## config.mk

```make
export PLATFORM = sky130hd
export DESIGN_NAME = cfg_switch_top
export DESIGN_NICKNAME = d
export VERILOG_FILES = /design/src/rtl/cfg_switch_pkg.sv /design/src/rtl/i2c_line_sampler.sv /design/src/rtl/cfg_switch_fsm.sv /design/src/rtl/cfg_switch_out.sv /design/src/rtl/cfg_switch_top.sv
export SDC_FILE = /design/constraint.sdc
export NUM_CORES = 1
export LEC_CHECK = 0
export ABC_CLOCK_PERIOD_IN_PS = 4790
export BUFFER_PORTS_ARGS = -buffer_cell sky130_fd_sc_hd__buf_2
export CAP_MARGIN = 5
export CORE_MARGIN = 1.5
export CORE_UTILIZATION = 55
export CTS_BUF_LIST = sky130_fd_sc_hd__clkbuf_4 sky130_fd_sc_hd__clkbuf_8
export DETAILED_ROUTE_END_ITERATION = 8
export GPL_TIMING_DRIVEN = 0
export PLACE_DENSITY = 0.76
export SLEW_MARGIN = 20
export SYNTH_ARGS = -nofsm -noshare
export SYNTH_HDL_FRONTEND = slang
export SYNTH_SLANG_ARGS = --single-unit
```

## constraint.sdc

```tcl
create_clock -name clk -period 4.79 [get_ports clk]
set_input_delay 0 -clock clk [delete_from_list [all_inputs] [get_ports clk]]
set_output_delay 0 -clock clk [all_outputs]
set_load 0.02 [all_outputs]
```

## src/rtl/cfg_switch_pkg.sv

```systemverilog
package cfg_switch_pkg;
    localparam int BYTE_W = 8;
    localparam int CNT_W  = $clog2(BYTE_W + 1);

    typedef enum logic [2:0] {
        ST_IDLE,
        ST_ADDR,
        ST_ADDR_ACK,
        ST_WR_DATA,
        ST_WR_ACK,
        ST_RD_DATA,
        ST_RD_ACK,
        ST_IGNORE
    } bus_state_e;
endpackage

```

## src/rtl/i2c_line_sampler.sv

```systemverilog
module i2c_line_sampler #(
    parameter int SYNC_STAGES = 2
) (
    input  logic clk,
    input  logic rst_n,
    input  logic scl_i,
    input  logic sda_i,
    output logic sda_s,
    output logic scl_rise,
    output logic scl_fall,
    output logic start_det,
    output logic stop_det
);
    logic [SYNC_STAGES-1:0] scl_sh, sda_sh;
    logic scl_now, scl_d, sda_d;

    // synchronizer chains, idle-high
    always_ff @(posedge clk or negedge rst_n) begin
        if (!rst_n) begin
            scl_sh <= '1;
            sda_sh <= '1;
            scl_d  <= 1'b1;
            sda_d  <= 1'b1;
        end else begin
            scl_sh <= {scl_sh[SYNC_STAGES-2:0], scl_i};
            sda_sh <= {sda_sh[SYNC_STAGES-2:0], sda_i};
            scl_d  <= scl_now;
            sda_d  <= sda_s;
        end
    end

    assign scl_now   = scl_sh[SYNC_STAGES-1];
    assign sda_s     = sda_sh[SYNC_STAGES-1];
    assign scl_rise  = scl_now & ~scl_d;
    assign scl_fall  = ~scl_now & scl_d;
    assign start_det = scl_now & scl_d & sda_d & ~sda_s;
    assign stop_det  = scl_now & scl_d & ~sda_d & sda_s;
endmodule

```

## src/rtl/cfg_switch_fsm.sv

```systemverilog
module cfg_switch_fsm
    import cfg_switch_pkg::*;
#(
    parameter int          DATA_W      = 6,
    parameter int          PIN_W       = 2,
    parameter int          FIX_W       = 5,
    parameter logic [FIX_W-1:0] FIXED_ADDR = 5'b10011
) (
    input  logic              clk,
    input  logic              rst_n,
    input  logic              sda_s,
    input  logic              scl_rise,
    input  logic              scl_fall,
    input  logic              start_det,
    input  logic              stop_det,
    input  logic [PIN_W-1:0]  addr_pins,
    input  logic              wr_lock,
    output logic              sda_oe,
    output logic [DATA_W-1:0] stored_q
);
    localparam int ADDR_W = FIX_W + PIN_W;

    bus_state_e        state_q, state_d;
    logic [BYTE_W-1:0] shreg_q;
    logic [CNT_W-1:0]  cnt_q;
    logic              rw_q, first_q, ack_q;
    logic              byte_in_done, addr_hit;

    assign byte_in_done = scl_fall && (cnt_q == CNT_W'(BYTE_W));
    assign addr_hit     = (shreg_q[BYTE_W-1 -: ADDR_W] == {FIXED_ADDR, addr_pins});

    // next-state logic
    always_comb begin
        state_d = state_q;
        if (start_det) begin
            state_d = ST_ADDR;
        end else if (stop_det) begin
            state_d = ST_IDLE;
        end else begin
            unique case (state_q)
                ST_IDLE:     state_d = ST_IDLE;
                ST_ADDR:     if (byte_in_done) state_d = addr_hit ? ST_ADDR_ACK : ST_IGNORE;
                ST_ADDR_ACK: if (scl_fall) state_d = rw_q ? ST_RD_DATA : ST_WR_DATA;
                ST_WR_DATA:  if (byte_in_done) state_d = ST_WR_ACK;
                ST_WR_ACK:   if (scl_fall) state_d = ST_WR_DATA;
                ST_RD_DATA:  if (scl_fall && cnt_q == CNT_W'(BYTE_W-1)) state_d = ST_RD_ACK;
                ST_RD_ACK:   if (scl_fall) state_d = ack_q ? ST_RD_DATA : ST_IGNORE;
                ST_IGNORE:   state_d = ST_IGNORE;
                default:     state_d = ST_IDLE;
            endcase
        end
    end

    // state register
    always_ff @(posedge clk or negedge rst_n) begin
        if (!rst_n) state_q <= ST_IDLE;
        else        state_q <= state_d;
    end

    // datapath: shifter, bit counter, stored word
    always_ff @(posedge clk or negedge rst_n) begin
        if (!rst_n) begin
            shreg_q  <= '0;
            cnt_q    <= '0;
            rw_q     <= 1'b0;
            first_q  <= 1'b0;
            ack_q    <= 1'b0;
            stored_q <= '0;
        end else if (start_det) begin
            cnt_q <= '0;
        end else if (!stop_det) begin
            unique case (state_q)
                ST_ADDR: begin
                    if (scl_rise) begin
                        shreg_q <= {shreg_q[BYTE_W-2:0], sda_s};
                        cnt_q   <= cnt_q + 1'b1;
                    end else if (byte_in_done) begin
                        rw_q <= shreg_q[0];
                    end
                end
                ST_ADDR_ACK: begin
                    if (scl_fall) begin
                        cnt_q   <= '0;
                        first_q <= 1'b1;
                        shreg_q <= BYTE_W'(stored_q);
                    end
                end
                ST_WR_DATA: begin
                    if (scl_rise) begin
                        shreg_q <= {shreg_q[BYTE_W-2:0], sda_s};
                        cnt_q   <= cnt_q + 1'b1;
                    end else if (byte_in_done) begin
                        first_q <= 1'b0;
                        if (first_q && !wr_lock) stored_q <= shreg_q[DATA_W-1:0];
                    end
                end
                ST_WR_ACK: begin
                    if (scl_fall) cnt_q <= '0;
                end
                ST_RD_DATA: begin
                    if (scl_fall && cnt_q != CNT_W'(BYTE_W-1)) begin
                        shreg_q <= {shreg_q[BYTE_W-2:0], 1'b0};
                        cnt_q   <= cnt_q + 1'b1;
                    end
                end
                ST_RD_ACK: begin
                    if (scl_rise) ack_q <= ~sda_s;
                    else if (scl_fall) begin
                        cnt_q   <= '0;
                        shreg_q <= BYTE_W'(stored_q);
                    end
                end
                default: ;
            endcase
        end
    end

    // outputs
    always_comb begin
        unique case (state_q)
            ST_ADDR_ACK, ST_WR_ACK: sda_oe = 1'b1;
            ST_RD_DATA:             sda_oe = ~shreg_q[BYTE_W-1];
            default:                sda_oe = 1'b0;
        endcase
    end

    p_lock_keep_r8: assert property (@(posedge clk) disable iff (!rst_n)
        wr_lock |=> $stable(stored_q));

    p_commit_in_ack_r7: assert property (@(posedge clk) disable iff (!rst_n)
        !$stable(stored_q) |-> state_q == ST_WR_ACK);

    p_stop_release_r10: assert property (@(posedge clk) disable iff (!rst_n)
        stop_det && !start_det |=> !sda_oe);

    p_ignore_quiet_r5: assert property (@(posedge clk) disable iff (!rst_n)
        state_q == ST_IGNORE |-> !sda_oe);
endmodule

```

## src/rtl/cfg_switch_out.sv

```systemverilog
module cfg_switch_out #(
    parameter int MUX_W = 5
) (
    input  logic           clk,
    input  logic           rst_n,
    input  logic           sel,
    input  logic           force_n,
    input  logic [MUX_W-1:0] ext_bus,
    input  logic [MUX_W:0]   stored,
    output logic [MUX_W-1:0] mux_q,
    output logic           solo_q
);
    logic shown_solo, lat_q;

    assign shown_solo = force_n & stored[MUX_W];

    // gate modelled synchronously: load the displayed bit while sel is low
    always_ff @(posedge clk or negedge rst_n) begin
        if (!rst_n)    lat_q <= 1'b0;
        else if (!sel) lat_q <= shown_solo;
    end

    for (genvar b = 0; b < MUX_W; b++) begin : g_bit
        assign mux_q[b] = sel ? ext_bus[b] : (force_n & stored[b]);
    end

    assign solo_q = sel ? lat_q : shown_solo;

    p_override_zero_r3: assert property (@(posedge clk) disable iff (!rst_n)
        (!force_n && !sel) |-> (mux_q == '0 && !solo_q));

    p_latch_hold_r2: assert property (@(posedge clk) disable iff (!rst_n)
        (sel && $past(sel)) |-> $stable(solo_q));
endmodule

```

## src/rtl/cfg_switch_top.sv

```systemverilog
module cfg_switch_top #(
    parameter int MUX_W       = 5,
    parameter int SYNC_STAGES = 2
) (
    input  logic             clk,
    input  logic             rst_n,
    input  logic             scl_i,
    input  logic             sda_i,
    output logic             sda_oe,
    input  logic [1:0]       addr_pins,
    input  logic             wr_lock,
    input  logic             force_n,
    input  logic             sel,
    input  logic [MUX_W-1:0] ext_bus,
    output logic [MUX_W-1:0] mux_q,
    output logic             solo_q
);
    localparam int DATA_W = MUX_W + 1;

    logic sda_s, scl_rise, scl_fall, start_det, stop_det;
    logic [DATA_W-1:0] stored;

    i2c_line_sampler #(.SYNC_STAGES(SYNC_STAGES)) u_sampler (
        .clk(clk), .rst_n(rst_n), .scl_i(scl_i), .sda_i(sda_i),
        .sda_s(sda_s), .scl_rise(scl_rise), .scl_fall(scl_fall),
        .start_det(start_det), .stop_det(stop_det)
    );

    cfg_switch_fsm #(.DATA_W(DATA_W)) u_fsm (
        .clk(clk), .rst_n(rst_n), .sda_s(sda_s),
        .scl_rise(scl_rise), .scl_fall(scl_fall),
        .start_det(start_det), .stop_det(stop_det),
        .addr_pins(addr_pins), .wr_lock(wr_lock),
        .sda_oe(sda_oe), .stored_q(stored)
    );

    cfg_switch_out #(.MUX_W(MUX_W)) u_out (
        .clk(clk), .rst_n(rst_n), .sel(sel), .force_n(force_n),
        .ext_bus(ext_bus), .stored(stored),
        .mux_q(mux_q), .solo_q(solo_q)
    );
endmodule

```

==> run summary <==
Clock skew: 0.0167 ns
Post-CTS Resized: 0
Crit-path leading delay family: simple AND/OR/NAND/NOR gates
Highest-count cells in the layout ignoring fill and taps: dfrtp_1 (25), nand2_1 (22), buf_2 (21)
Sw frac: 41.0%
Final setup fails: 0
Root Driver: clkbuf_4
Post-synthesis cell type count: 48
I/O pins: 21
Reg clk slew, reported paths: 0.12 ns
Grt met2 use: 39.5%
Placement Setup Slack: 2.86 ns
Number of flops mapped to enable cells by yosys: 0
PD cells: 459 mW/mm²
Diode count: 0
Die width: 58.4 µm
Hold_buf cts: 5
Residual DRC count: 0
Clock share of power: 17.4%
Mapped Cells: 171
Post-CTS setup buffer count: 0
Max_slew headroom: 54.7%
Remaining antenna violation count: 0
R2R Setup Slk: 2.83 ns
Register area share after synthesis: 46.4%
Final worst-path setup slack: 2.83 ns
Reg2reg end: u_fsm.stored_q[3]
Fin Setup TNS: 0 ns
Cts bufs inserted: 5
DR vias: 1357
Avg Cell Area, Syn: 9.86 µm²
Design Power: 0.888 mW
Max Fclk: 510 MHz
CP Capture Type: flop
Int Pwr: 0.524 mW
Placed cell areas: 0.00183 mm²
P_sw: 0.364 mW
Initial antenna violation count: 0
WL/cell: 15.9 µm
TritonCTS Sinks: 31
Final WL: 3730 µm
Status: finished clean
Drt via density: 5.77
M1 GR Usage: 34.2%
Synth Flop Type: dfrtp_1
Final non-filler cell total: 235
Die Y: 58.4 µm
Htree depth: 2
FILL cells: 229
Design Area, Final: 0.00193 mm²
Max incr delay on CP: 0.45 ns
Hold Crit Class: primary input to async pin
Synth Net Count: 187
Startpoint Class: flop
Area grow syn2layout: 14.6%
Total GRT Usage: 25.0%
Worst-margin pin slew: 0.674 ns
Total grt overflow: 0
Setup CP Type: flop to flop
Initial cell density of the core: 59.6%
Netlist Area Pre-Place: 0.00169 mm²
GPL Wtd Cong: 0.847
Register bit total from synthesis: 31
Die ar.: 0.00341 mm²
Worst Path Required: 5.01 ns
First-pass GRT wire length: 6330 µm
CP max FO: 6
Largest net degree at the start of global routing: 32
Routing usage on met3: 5.27%
CP max stage cell: dfrtp_1
1st-pass router iterations: 4
Final #Nets: 219
Comb pwr share: 38.8%
Leakage Power: 0.871 nW
Reg power frac: 43.8%
Commonest non-fill, non-tap cell in the layout: dfrtp_1
Placed cell count: 222
R2R Path Start: u_fsm.cnt_q[0]
Number of DRC markers in iteration 0: 70
Cell row count: 19
Post-synth ARST share: 100%
Vias in the first global route: 1399
RSZ-0062 raised after global routing: false
Maximum vdd drop: 321 µV
Final period utilization: 40.9%
Hpwl dp: 2680 µm
CP Buf/Inv Count: 2
Final hold vios: 0
Worst-Skew Late Latency: 0.35 ns
Gr busiest metal: met2
Max Cap Violations: 0
Pins Over Slew Limit: 0
Clock buffer depth: 2
# port buffers: 20
TritonCTS clock tree: built
Share of layout cells above drive strength 1: 26.5%
Worst Path Arrival: 2.18 ns
Post-route minimum period: 1.96 ns
Critical-path cell list: inv_1 -> ha_1 -> and3b_2 -> nand3_2 -> or3_1 -> buf_6 -> mux2_4
Core area: 0.00283 mm²
YS warnings: 0
Depth of the most critical reg-to-reg path: 7
==> state kept, by name, summed over array words and instances, names as in the netlist, 2 cells and up <==
register / flops
u_sampler.scl_sh: 2
u_fsm.shreg_q: 8
u_fsm.state_q: 3
u_sampler.sda_sh: 2
u_fsm.cnt_q: 4
u_fsm.stored_q: 6
==> worst max-delay path by stage <==
stage	from	end	slack (ns)	cells past startpoint
6_report	u_fsm.cnt_q[0]	u_fsm.stored_q[3]	2.83	7
3_5_place_dp	u_fsm.cnt_q[0]	u_fsm.stored_q[3]	2.86	7
4_1_cts	u_fsm.cnt_q[0]	u_fsm.stored_q[3]	2.83	7
2_1_floorplan	u_fsm.cnt_q[0]	u_fsm.stored_q[0]	2.99	7
5_1_grt	u_fsm.cnt_q[0]	u_fsm.stored_q[3]	2.71	7
3_3_place_gp	u_fsm.cnt_q[0]	u_fsm.stored_q[4]	2.88	7
==> cell type report <==
cell class / instances / area, µm² / share of cell area, %
inverters: 8 / 32.5 / 1.68
flip-flops and latches: 31 / 783 / 40.5
clock buffers: 5 / 37.5 / 1.94
repair buffers: 25 / 150 / 7.77
well taps: 31 / 38.8 / 2.01
plain buffers: 7 / 42.5 / 2.20
multi-input cells: 125 / 828 / 42.8
clock inverters: 3 / 20.0 / 1.04
==> kinds of logic after synthesis <==
| logic type | after synthesis | synth area share [%] |
|---|---|---|
| buf+inv | 15 | 4.45 |
| fa+ha+maj | 3 | 2.08 |
| simple gates | 62 | 19.3 |
| mux | 14 | 10.2 |
| flops | 31 | 46.4 |
| xor+xnor | 3 | 1.56 |
| compound gates | 43 | 16.0 |
==> stage by stage <==
stage | utilization, % | hold WS [ns]
after detailed placement | 64.5 | 0.0756
after floorplan | - | -0.296
final | 68.3 | 0.206
after global routing | 68.3 | 0.272
after global placement | 64.5 | 0.0632
after CTS | 68.3 | 0.228
==> layer usage <==
layer  part of all wire (%)  wire length [µm]
met1                     47              1760
met2                     48              1780
met3                    3.2               120
met4                    1.9                70
met5                      0                 0
==> cells in the mapped netlist, types with 4 or more instances <==
cell,instances,area share [%]
nor2_1,13,2.9
nand3_1,5,1.5
o21ai_1,4,1.2
dfrtp_1,25,37
mux2_4,6,5.3
a21oi_1,9,2.7
inv_1,6,1.3
o31ai_1,4,1.8
mux2i_1,7,4.2
nand2_1,22,4.9
o21ai_0,11,3.3
dfstp_2,6,9.3
==> power groups by stage <==
stage	registers, mW	logic, mW	clock network [mW]
finish	0.389	0.344	0.154
global route	0.398	0.387	0.168
CTS	0.388	0.342	0.157
detailed placement	0.394	0.338	0
global placement	0.391	0.325	0
floorplan	0.375	0.264	0
No activity file was read; power rests on OpenSTA's default activity.
